File: config.mk
export PLATFORM = sky130hd
export DESIGN_NAME = pin_irq_unit
export DESIGN_NICKNAME = d
export VERILOG_FILES = /design/src/rtl/piu_pkg.sv /design/src/rtl/piu_sync.sv /design/src/rtl/piu_chan.sv /design/src/rtl/piu_pending.sv /design/src/rtl/pin_irq_unit.sv
export SDC_FILE = /design/constraint.sdc
export NUM_CORES = 1
export LEC_CHECK = 0
export ABC_AREA = 0
export BUFFER_PORTS_ARGS = -buffer_cell sky130_fd_sc_hd__buf_2
export CAP_MARGIN = 10
export CORE_AREA = 3 3 160 162
export DETAILED_ROUTE_END_ITERATION = 12
export DIE_AREA = 0 0 163 165
export PLACE_DENSITY = 0.63
export SLEW_MARGIN = 5
export SYNTH_ARGS = -nofsm -noshare
export SYNTH_HDL_FRONTEND = slang
export SYNTH_SLANG_ARGS = --single-unit
File: constraint.sdc
create_clock -name clk_i -period 2 [get_ports clk_i]
set_input_delay 0 -clock clk_i [delete_from_list [all_inputs] [get_ports clk_i]]
set_output_delay 0 -clock clk_i [all_outputs]
set_load 0.02 [all_outputs]
File: src/rtl/piu_pkg.sv
package piu_pkg;
    localparam int DATA_W = 32;
    localparam int ADDR_W = 3;
    localparam int TRIG_W = 3;
    localparam int SEL_W  = 4;

    typedef enum logic [TRIG_W-1:0] {
        TRIG_OFF  = 3'd0,
        TRIG_HIGH = 3'd1,
        TRIG_LOW  = 3'd2
    } trig_code_e;

    typedef enum logic [ADDR_W-1:0] {
        ADDR_CFG   = 3'd0,
        ADDR_SEL   = 3'd1,
        ADDR_MASK  = 3'd2,
        ADDR_RAW   = 3'd3,
        ADDR_MSTAT = 3'd4,
        ADDR_ACK   = 3'd5
    } reg_addr_e;

    typedef struct packed {
        logic              we;
        logic [ADDR_W-1:0] addr;
        logic [DATA_W-1:0] wdata;
    } bus_req_t;

    function automatic logic trig_fire(input logic [TRIG_W-1:0] code, input logic lvl);
        case (code)
            TRIG_HIGH: return lvl;
            TRIG_LOW:  return !lvl;
            default:   return 1'b0;
        endcase
    endfunction
endpackage

File: src/rtl/piu_sync.sv
module piu_sync #(
    parameter int W = 8
) (
    input  logic         clk_i,
    input  logic         rst_i,
    input  logic [W-1:0] d_i,
    output logic [W-1:0] q_o
);
    logic [W-1:0] meta_q;
    logic [W-1:0] stab_q;

    always_ff @(posedge clk_i) begin
        if (rst_i) begin
            meta_q <= '0;
            stab_q <= '0;
        end else begin
            meta_q <= d_i;
            stab_q <= meta_q;
        end
    end

    assign q_o = stab_q;
endmodule

File: src/rtl/piu_chan.sv
module piu_chan
    import piu_pkg::*;
#(
    parameter int NUM_CH     = 8,
    parameter int NUM_GROUPS = 12,
    parameter int IDX        = 0,
    localparam int PIN_W     = NUM_CH * NUM_GROUPS
) (
    input  logic [PIN_W-1:0]  pins_i,
    input  logic [SEL_W-1:0]  sel_i,
    input  logic [TRIG_W-1:0] code_i,
    output logic              fire_o
);
    logic lvl;

    // group g feeds pin g*NUM_CH+IDX; unmatched selects leave lvl at 0
    always_comb begin
        lvl = 1'b0;
        for (int g = 0; g < NUM_GROUPS; g++) begin
            if (sel_i == SEL_W'(g)) lvl = pins_i[g*NUM_CH + IDX];
        end
    end

    assign fire_o = trig_fire(code_i, lvl);
endmodule

File: src/rtl/piu_pending.sv
module piu_pending #(
    parameter int N = 10
) (
    input  logic         clk_i,
    input  logic         rst_i,
    input  logic [N-1:0] set_i,
    input  logic [N-1:0] ack_i,
    output logic [N-1:0] pend_o
);
    logic [N-1:0] pend_q;

    // set dominates acknowledge on the same bit
    always_ff @(posedge clk_i) begin
        if (rst_i) pend_q <= '0;
        else       pend_q <= (pend_q & ~ack_i) | set_i;
    end

    assign pend_o = pend_q;
endmodule

File: src/rtl/pin_irq_unit.sv
module pin_irq_unit
    import piu_pkg::*;
#(
    parameter int NUM_CH     = 8,
    parameter int NUM_GROUPS = 12,
    parameter int NUM_EXT    = 2,
    localparam int PIN_W     = NUM_CH * NUM_GROUPS,
    localparam int NPEND     = NUM_CH + NUM_EXT,
    localparam int CFG_W     = NUM_CH * TRIG_W,
    localparam int SELV_W    = NUM_CH * SEL_W
) (
    input  logic               clk_i,
    input  logic               rst_i,
    input  logic               reg_we_i,
    input  logic [ADDR_W-1:0]  reg_addr_i,
    input  logic [DATA_W-1:0]  reg_wdata_i,
    output logic [DATA_W-1:0]  reg_rdata_o,
    input  logic [PIN_W-1:0]   pins_i,
    input  logic [NUM_EXT-1:0] ext_done_i,
    output logic               irq_o
);
    bus_req_t          req;
    logic [CFG_W-1:0]  cfg_q;
    logic [SELV_W-1:0] sel_q;
    logic [NPEND-1:0]  mask_q;
    logic [NPEND-1:0]  ack_vec;
    logic [NPEND-1:0]  set_vec;
    logic [NPEND-1:0]  pend_q;
    logic [NUM_CH-1:0] fire;
    logic [PIN_W-1:0]  pins_s;
    logic              irq_q;

    assign req = '{we: reg_we_i, addr: reg_addr_i, wdata: reg_wdata_i};

    always_ff @(posedge clk_i) begin
        if (rst_i) begin
            cfg_q  <= '0;
            sel_q  <= '0;
            mask_q <= '0;
        end else if (req.we) begin
            case (req.addr)
                ADDR_CFG:  cfg_q  <= req.wdata[CFG_W-1:0];
                ADDR_SEL:  sel_q  <= req.wdata[SELV_W-1:0];
                ADDR_MASK: mask_q <= req.wdata[NPEND-1:0];
                default: ;
            endcase
        end
    end

    assign ack_vec = (req.we && req.addr == ADDR_ACK) ? req.wdata[NPEND-1:0] : '0;

    piu_sync #(.W(PIN_W)) u_sync (
        .clk_i (clk_i),
        .rst_i (rst_i),
        .d_i   (pins_i),
        .q_o   (pins_s)
    );

    for (genvar n = 0; n < NUM_CH; n++) begin : g_chan
        piu_chan #(.NUM_CH(NUM_CH), .NUM_GROUPS(NUM_GROUPS), .IDX(n)) u_chan (
            .pins_i (pins_s),
            .sel_i  (sel_q[n*SEL_W +: SEL_W]),
            .code_i (cfg_q[n*TRIG_W +: TRIG_W]),
            .fire_o (fire[n])
        );
    end

    assign set_vec = {ext_done_i, fire};

    piu_pending #(.N(NPEND)) u_pend (
        .clk_i  (clk_i),
        .rst_i  (rst_i),
        .set_i  (set_vec),
        .ack_i  (ack_vec),
        .pend_o (pend_q)
    );

    always_ff @(posedge clk_i) begin
        if (rst_i) irq_q <= 1'b0;
        else       irq_q <= |(pend_q & mask_q);
    end
    assign irq_o = irq_q;

    always_comb begin
        reg_rdata_o = '0;
        case (reg_addr_i)
            ADDR_CFG:   reg_rdata_o = DATA_W'(cfg_q);
            ADDR_SEL:   reg_rdata_o = DATA_W'(sel_q);
            ADDR_MASK:  reg_rdata_o = DATA_W'(mask_q);
            ADDR_RAW:   reg_rdata_o = DATA_W'(pend_q);
            ADDR_MSTAT: reg_rdata_o = DATA_W'(pend_q & mask_q);
            default: ;
        endcase
    end
endmodule

==> out/metrics.json, run 1 <==
{
  "status": {
    "outcome": "finished, final reports clean"
  },
  "place": {
    "buffer_ports.inserted": 168,
    "dp.cells": 1419,
    "globalplace.congestion": 0.891,
    "detailedPlacementHpwl_um": 18600,
    "dp_slack_ns": 0.158
  },
  "route": {
    "drt_wl_total_um": 26600,
    "drt-vias-per-instance": 4.75,
    "routed-via-count": 7621,
    "route.detailed.drc": 0,
    "final_antenna_net_count": 0,
    "detailedRoute.firstPassIterationCount": 7,
    "routed_wl_per_cell_um": 16.5,
    "detailedRoute.firstIterationViolations": 476
  },
  "worst_setup_path": {
    "worstSetupStartpointType": "flop",
    "reg2reg_depth": 4,
    "cpMaxStageDelayCell": "mux4_2",
    "setup.reg_to_reg.worst_slack_ns": 0.11,
    "cp_data_required_time_ns": 2.44,
    "crit_type": "reg2reg",
    "critical_path.endpoint_type": "flop",
    "count_of_buffering_cells_on_the_critical_path_with_inverters_included": 0,
    "timing.critical_path.arrival_ns": 2.32,
    "cp.depth": 4,
    "timing.critical_path.cells": "mux4_2 -> and3b_1 -> or4_1 -> o221ai_1",
    "cell_class_contributing_the_biggest_share_of_worst_path_delay": "simple AND/OR/NAND/NOR gates",
    "critical-path-max-stage-delay_ns": 0.52,
    "path_max_fanout": 6
  },
  "global_route": {
    "initial_antenna_violation_count": 1,
    "track_usage_pct": 19.8,
    "global_route.overflow_total": 0,
    "grt_max_degree": 98,
    "first_pass_grt_wire_length_um": 41400,
    "first_global_vias": 7524
  },
  "power": {
    "cellPowerDensity_nw_per_um2": 895,
    "cellLeakagePower_uw": 0.00521,
    "maximum_vdd_ir_drop_mv": 0.605
  },
  "die": {
    "die_area_um2": 26900,
    "floorplan.die.height_um": 165,
    "core_area_um2": 24200,
    "std_cell_rows": 57,
    "io-pin-count": 169,
    "die_w_um": 163,
    "initial_core_util_pct": 39.7
  },
  "sta": {
    "layout_min_cycle_time_ns": 1.89,
    "max_freq_mhz": 530,
    "setup_total_negative_slack_ns": 0,
    "final_critical_path_setup_slack_ns": 0.114,
    "maxSlewViolCount": 0,
    "rsz_0062_raised_after_global_routing": "false",
    "worst_pin_slew_ns": 0.435,
    "fin_worst_skew_ns": 0.00889,
    "min_period_over_period_pct": 94.3,
    "report.final.setup_viol": 0,
    "final_hold_viol_count": 0,
    "max-slew-margin-rel_pct": 71.0
  },
  "logic_synthesis": {
    "yosys.cell_types.count": 39,
    "synth.ff_latch_count": 269,
    "ys_warn_count": 0,
    "mappedNetlistArea_um2": 9620,
    "synth.yosys.seq_area_share_pct": 56.0,
    "mappedNetlistNets": 1103,
    "syn-mean-instance-area_um2": 9.95,
    "post_synth_inst_count": 967
  },
  "layout": {
    "seq_area_um2": 5390,
    "fin_util_pct": 54.2,
    "final_net_count": 1398,
    "most-common-layout-cells": "dfxtp_1, nor2b_1, buf_2",
    "post_route_cells_drive_above_1_share_pct": 20.1,
    "layout.cells.most_common": "dfxtp_1",
    "area_growth_pct": 36.5,
    "final.fill_count": 2157,
    "finalNonFillerCells": 1606,
    "multiInputGateArea_um2": 3950
  },
  "clock_network": {
    "maximum_count_of_clock_buffers_along_a_single_path": 3,
    "clk_root_buffer_cell": "clkbuf_16",
    "clk_latency_worst_skew_pair_ns": 0.52,
    "numCtsBuffers": 27,
    "post_cts.repair.setup_buffers": 0,
    "cts_repair_resize_count": 0,
    "cts_num_sinks": 269,
    "cts.clk_slew.worst_paths_ns": 0.07,
    "cts_h_tree_depth": 1,
    "cts_tree": "built",
    "cts_hold_buf": 138
  },
  "run": {
    "max_cap_violations": 0
  },
  "worst_hold_path": {
    "worst_hold_path_type": "in2reg",
    "whs_path_depth": 6
  }
}
[per-layer routing]
metal  wire length, um  share of wire (%)  global-route usage [%]
met3              1830                6.9                    3.46
met1             11500                 43                    26.5
met2             12600                 47                    33.4
met5                 0                  0                       0
met4               614                2.3                    4.84
[Yosys cell counts]
library cell,n,area [um2]
a22o_1,15,131
clkbuf_1,49,184
and2_1,11,68.8
a31oi_1,5,31.3
or2_1,3,18.8
o32ai_1,10,87.6
nand4b_1,6,52.6
a21oi_1,96,480
nor3b_2,1,12.5
mux4_2,17,383
a22oi_1,1,7.51
or4b_1,2,20.0
buf_1,4,15.0
nor2_1,22,82.6
or2b_1,4,30.0
inv_1,10,37.5
o21ai_0,1,5.00
a221oi_1,2,17.5
o211ai_1,1,7.51
nand3b_1,12,90.1
nand2b_1,10,62.6
dfxtp_1,269,5390
buf_2,10,50.1
o221ai_1,4,35.0
and3_1,4,25.0
nor2b_1,195,1220
or4b_2,4,40.0
or4_1,7,52.6
a2bb2oi_1,1,8.76
o22ai_1,3,18.8
and3b_1,4,35.0
or3_1,1,6.26
nor3_1,4,20.0
nor3_2,1,10.0
mux2i_1,31,310
and4_1,3,26.3
a22o_2,1,10.0
and4b_1,1,10.0
nand2_1,142,533
[worst min-delay path, cell delays in order]
cell and delay [ns]:
buf_2 0.14, nand2_1 0.08, nor3_1 0.04, buf_4 0.17, nand2_1 0.07, a21oi_1 0.05
[power by group]
| group | switching (uW) | total (uW) | internal, uW |
|---|---|---|---|
| Clock | 2030 | 5210 | 3180 |
| Combinational | 385 | 876 | 490 |
| Sequential | 96.4 | 5670 | 5570 |
| Total | 2510 | 11800 | 9250 |
[registers in the layout, indices dropped and copies added (netlist names)]
signal	count
mask_q	10
cfg_q	24
sel_q	32
u_sync.q_o	96
irq_o	1
u_pend.pend_o	10
u_sync.meta_q	96
[path summary, 6_finish.rpt]
kind                           startpoint                          end
max reg2reg         sel_q[8]$_SDFFE_PP0P_  u_pend.pend_o[2]$_SDFF_PP0_
min                              reg_we_i       mask_q[8]$_SDFFE_PP0P_
max                 sel_q[8]$_SDFFE_PP0P_  u_pend.pend_o[2]$_SDFF_PP0_
min reg2reg  u_sync.meta_q[52]$_SDFF_PP0_    u_sync.q_o[52]$_SDFF_PP0_
[area by class of cell]
| cell class | count | area share, % |
|---|---|---|
| antenna | 1 | 0.0190 |
| clock buffer | 37 | 5.81 |
| clock inverter | 11 | 1.26 |
| inverter | 10 | 0.286 |
| multi-input combinational | 625 | 30.1 |
| sequential | 269 | 41.0 |
| tap | 324 | 3.09 |
| timing repair buffer | 329 | 18.5 |
[logic make-up after synthesis]
kind of cell | after synthesis | share of synthesized area [%]
and+or+nand+nor | 437 | 25.1
DFF | 269 | 56.0
AOI/OAI and AO/OA | 140 | 8.74
buffers and inverters | 73 | 2.98
muxes | 48 | 7.20
[through the flow]
stage	power, uW	cell area [um2]	hold WS, ns
after global placement	6450	10800	0.211
final	11800	13100	0.0786
after CTS	11900	13100	0.0529
after floorplan	6130	9620	0.117
after detailed placement	6450	10800	0.216
after global routing	12200	13100	0.106
No activity file was read; power rests on OpenSTA's default activity.
==> run 2, diff against run 1 <==
--- a/config.mk
+++ b/config.mk
@@ -6,12 +6,12 @@
 export NUM_CORES = 1
 export LEC_CHECK = 0
 export ABC_AREA = 0
-export BUFFER_PORTS_ARGS = -buffer_cell sky130_fd_sc_hd__buf_2
 export CAP_MARGIN = 10
 export CORE_AREA = 3 3 160 162
 export DETAILED_ROUTE_END_ITERATION = 12
 export DIE_AREA = 0 0 163 165
-export PLACE_DENSITY = 0.63
+export DONT_BUFFER_PORTS = 1
+export PLACE_DENSITY = 0.58
 export SLEW_MARGIN = 5
 export SYNTH_ARGS = -nofsm -noshare
 export SYNTH_HDL_FRONTEND = slang
==> out/metrics.json, run 2 (synthesis results as in run 1) <==
{
  "power": {
    "power.internal_uw": 9920,
    "swShare_pct": 20.3,
    "total_switching_power_uw": 2530,
    "maximum_vdd_ir_drop_mv": 0.616,
    "cellLeakagePower_uw": 0.00538,
    "cellPowerDensity_nw_per_um2": 917,
    "clkPwrFrac_pct": 48.4,
    "p_seq_share_pct": 45.5,
    "post-layout-total-power_uw": 12500,
    "p_comb_share_pct": 6.0
  },
  "clock_network": {
    "clk_latency_worst_skew_pair_ns": 0.53,
    "cts_num_sinks": 269,
    "cts_h_tree_depth": 1,
    "numCtsBuffers": 29,
    "cts_tree": "built",
    "clk_root_buffer_cell": "clkbuf_16",
    "post_cts.repair.setup_buffers": 0,
    "cts.clk_slew.worst_paths_ns": 0.06,
    "maximum_count_of_clock_buffers_along_a_single_path": 3,
    "cts_repair_resize_count": 0
  },
  "die": {
    "floorplan.die.height_um": 165,
    "die_w_um": 163,
    "core_area_um2": 24200,
    "std_cell_rows": 57,
    "io-pin-count": 169,
    "initial_core_util_pct": 39.7,
    "die_area_um2": 26900
  },
  "route": {
    "route.detailed.drc": 0,
    "route.met3.wl_um": 1830,
    "final_antenna_net_count": 0,
    "m1WireLength_um": 11500,
    "drt_wl_total_um": 28100,
    "dr.max_layer_used": "met4",
    "detailedRoute.firstPassIterationCount": 5,
    "detailedRoute.firstIterationViolations": 546,
    "drt-vias-per-instance": 4.94,
    "routed_wl_per_cell_um": 18.1,
    "routed-via-count": 7674,
    "met2_length_um": 14100
  },
  "worst_setup_path": {
    "timing.critical_path.arrival_ns": 2.25,
    "crit_type": "reg2reg",
    "cp_data_required_time_ns": 2.40,
    "path_max_fanout": 4,
    "reg2reg_depth": 5,
    "worstSetupStartpointType": "flop",
    "critical_path.endpoint_type": "flop"
  },
  "layout": {
    "layout.cells.most_common": "dfxtp_1",
    "multiInputGateArea_um2": 3950,
    "final.fill_count": 2082,
    "post_route_cells_drive_above_1_share_pct": 8.06,
    "area_growth_pct": 41.2,
    "seq_area_um2": 5390,
    "most-common-layout-cells": "dfxtp_1, dlygate4sd3_1, nor2b_1",
    "finalNonFillerCells": 1553,
    "n_antenna_cell": 0,
    "final_net_count": 1343
  },
  "sta": {
    "worst_pin_slew_ns": 0.659,
    "timing.hold.ws_ns": 0.0557,
    "min_period_over_period_pct": 92.1,
    "setup_total_negative_slack_ns": 0,
    "final_hold_viol_count": 0,
    "max-slew-margin-rel_pct": 56.0,
    "report.final.setup_viol": 0,
    "layout_min_cycle_time_ns": 1.84,
    "fin_worst_skew_ns": 0.00630,
    "max_freq_mhz": 543,
    "rsz_0062_raised_after_global_routing": "false",
    "maxSlewViolCount": 0
  },
  "global_route": {
    "track_usage_pct": 20.7,
    "global_route.overflow_total": 0,
    "grt_max_degree": 168,
    "first_pass_grt_wire_length_um": 43500,
    "first_global_vias": 7845,
    "initial_antenna_violation_count": 0
  },
  "run": {
    "max_cap_violations": 0
  },
  "place": {
    "globalplace.congestion": 0.852,
    "dp.cells": 1252,
    "detailedPlacementHpwl_um": 17600,
    "buffer_ports.inserted": 0
  },
  "status": {
    "outcome": "finished, final reports clean"
  },
  "worst_hold_path": {
    "whs_path_depth": 4,
    "worst_hold_path_type": "in2reg"
  }
}
run 2: critical path, cell delays in order (launching register included):
cell and delay [ns]:
dfxtp_1 0.39, buf_4 0.19, mux2i_1 0.33, o22ai_1 0.17, mux2i_1 0.15, or4_1 0.50
run 2: power groups by stage:
stage	logic (uW)	registers, uW	clock network [uW]
2_1_floorplan	391	5740	0
3_3_place_gp	392	5790	0
3_5_place_dp	395	5790	0
4_1_cts	737	5670	6130
5_1_grt	817	5690	6380
6_report	750	5670	6030
run 2: per-stage QoR:
stage	cell area (um2)	setup slack [ns]	util, %
4_1_cts	13600	0.154	56.0
3_5_place_dp	9980	0.158	41.2
5_1_grt	13600	0.0555	56.0
2_1_floorplan	9620	0.254	-
3_3_place_gp	9980	0.208	41.2
6_report	13600	0.158	56.0
run 2: cell type report:
class                      count  share of cell area [%]
timing repair buffer         272                    19.9
sequential                   269                    39.6
multi-input combinational    625                    29.1
inverter                      10                   0.276
clock buffer                  37                    5.93
tap                          324                    2.98
clock inverter                16                    2.16
run 2: worst paths after layout:
| kind | from | end | slack [ns] |
|---|---|---|---|
| max | sel_q[13]$_SDFFE_PP0P_ | u_pend.pend_o[3]$_SDFF_PP0_ | 0.16 |
| min | reg_we_i | sel_q[25]$_SDFFE_PP0P_ | 0.06 |
| max reg2reg | sel_q[13]$_SDFFE_PP0P_ | u_pend.pend_o[3]$_SDFF_PP0_ | 0.16 |
| min reg2reg | u_sync.meta_q[46]$_SDFF_PP0_ | u_sync.q_o[46]$_SDFF_PP0_ | 0.43 |
run 2: repair_timing:
action / 4_1_cts / 5_1_grt
hold endpoints to repair: 269 / 0
setup endpoints to repair: 0 / 0
hold buffers: 248 / 0
run 2: per-layer routing:
metal,track usage (%),vias to the layer above
li1,-,3708
met1,25.3,3659
met4,5.77,0
met2,37.2,262
met5,0,-
met3,3.99,45
==> run 3, diff against run 2 <==
--- a/config.mk
+++ b/config.mk
@@ -11,6 +11,7 @@
 export DETAILED_ROUTE_END_ITERATION = 12
 export DIE_AREA = 0 0 163 165
 export DONT_BUFFER_PORTS = 1
+export MAX_ROUTING_LAYER = met4
 export PLACE_DENSITY = 0.58
 export SLEW_MARGIN = 5
 export SYNTH_ARGS = -nofsm -noshare
==> out/metrics.json, run 3 (synthesis results as in run 1) <==
{
  "sta": {
    "max-slew-margin-rel_pct": 54.8,
    "worst_pin_slew_ns": 0.676,
    "setup_total_negative_slack_ns": 0,
    "max_freq_mhz": 545,
    "min_period_over_period_pct": 91.8,
    "maxSlewViolCount": 0,
    "layout_min_cycle_time_ns": 1.84,
    "fin_worst_skew_ns": 0.00976,
    "final_hold_viol_count": 0,
    "rsz_0062_raised_after_global_routing": "false",
    "report.final.setup_viol": 0
  },
  "clock_network": {
    "numCtsBuffers": 29,
    "cts_num_sinks": 269,
    "post_cts.repair.setup_buffers": 0,
    "cts.clk_slew.worst_paths_ns": 0.06,
    "cts_repair_resize_count": 0,
    "clk_latency_worst_skew_pair_ns": 0.53,
    "cts_h_tree_depth": 1,
    "cts_tree": "built",
    "clk_root_buffer_cell": "clkbuf_16",
    "maximum_count_of_clock_buffers_along_a_single_path": 3
  },
  "worst_setup_path": {
    "cp_data_required_time_ns": 2.45,
    "critical_path.endpoint_type": "flop",
    "timing.critical_path.arrival_ns": 2.29,
    "crit_type": "reg2reg",
    "path_max_fanout": 6,
    "worstSetupStartpointType": "flop"
  },
  "global_route": {
    "track_usage_pct": 21.3,
    "global_route.overflow_total": 0,
    "initial_antenna_violation_count": 1,
    "first_global_vias": 7861,
    "first_pass_grt_wire_length_um": 43400,
    "grt_max_degree": 168
  },
  "die": {
    "std_cell_rows": 57,
    "floorplan.die.height_um": 165,
    "initial_core_util_pct": 39.7,
    "die_w_um": 163,
    "die_area_um2": 26900,
    "core_area_um2": 24200,
    "io-pin-count": 169
  },
  "route": {
    "routed_wl_per_cell_um": 18.1,
    "drt-vias-per-instance": 4.92,
    "final_antenna_net_count": 0,
    "routed-via-count": 7651,
    "detailedRoute.firstPassIterationCount": 5,
    "drt_wl_total_um": 28100,
    "detailedRoute.firstIterationViolations": 533,
    "route.detailed.drc": 0
  },
  "layout": {
    "post_route_cells_drive_above_1_share_pct": 8.06,
    "layout.cells.most_common": "dfxtp_1",
    "fin_util_pct": 56.0,
    "area_growth_pct": 41.2,
    "final_net_count": 1343,
    "most-common-layout-cells": "dfxtp_1, dlygate4sd3_1, nor2b_1",
    "final.fill_count": 2082
  },
  "power": {
    "maximum_vdd_ir_drop_mv": 0.611,
    "cellPowerDensity_nw_per_um2": 917,
    "cellLeakagePower_uw": 0.00538
  },
  "place": {
    "globalplace.congestion": 0.865,
    "buffer_ports.inserted": 0,
    "detailedPlacementHpwl_um": 17600
  },
  "status": {
    "outcome": "finished, final reports clean"
  },
  "run": {
    "max_cap_violations": 0
  },
  "worst_hold_path": {
    "worst_hold_path_type": "in2reg"
  }
}
## run 3: cell types whose count changed in the layout (fill, tap and decap cells not counted), sizes merged
cell / previous run / this run
diode: 0 / 1
## run 3: layout make-up
type | instances | area [um2] | share of cell area, %
Antenna cell | 1 | 2.50 | 0.0184
Clock buffer | 37 | 806 | 5.93
Clock inverter | 16 | 294 | 2.16
Inverter | 10 | 37.5 | 0.276
Multi-Input combinational cell | 625 | 3950 | 29.1
Sequential cell | 269 | 5390 | 39.6
Tap cell | 324 | 405 | 2.98
Timing Repair Buffer | 272 | 2710 | 19.9
## run 3: worst max-delay path: stages, from the launching register on
cell	delay, ns
dfxtp_1	0.41
mux4_2	0.51
and3b_1	0.20
or4_1	0.46
o221ai_1	0.17
## run 3: per-stage QoR
step	hold slack (ns)	power, uW	setup slack (ns)	std cells	cell area [um2]
global placement	0.0946	6180	0.208	1252	9980
floorplan	0.117	6130	0.254	967	9620
global route	0.0619	12900	0.0555	1554	13600
detailed placement	0.0999	6190	0.158	1252	9980
CTS	0.00838	12500	0.154	1553	13600
finish	0.0586	12500	0.165	1554	13600
## run 3: path summary, 6_finish.rpt
kind | end | depth (start not counted) | slack (ns) | start
worst min-delay path | sel_q[25]$_SDFFE_PP0P_ | 4 | 0.06 | reg_we_i
worst min register to register | u_sync.q_o[38]$_SDFF_PP0_ | 1 | 0.43 | u_sync.meta_q[38]$_SDFF_PP0_
worst max register to register | u_pend.pend_o[4]$_SDFF_PP0_ | 4 | 0.16 | sel_q[16]$_SDFFE_PP0P_
worst max-delay path | u_pend.pend_o[4]$_SDFF_PP0_ | 4 | 0.16 | sel_q[16]$_SDFFE_PP0P_
## run 3: metal layers
| metal | wire (um) | up-vias | track usage, % |
|---|---|---|---|
| met2 | 14100 | 235 | 37.2 |
| met1 | 11600 | 3674 | 25.3 |
| met5 | 0 | - | - |
| met4 | 652 | 0 | 5.77 |
| li1 | - | 3701 | - |
| met3 | 1760 | 41 | 3.71 |
## run 3: report_power, final
part	switching (uW)	internal [uW]	leakage, uW
sequential	96.3	5570	0.00221
clock	2160	3880	0.000538
combinational	280	470	0.00263
## run 3: repair_timing
action,CTS,global route
hold buffers,248,0
endpoints found under the setup margin,0,0
endpoints found under the hold margin,269,0
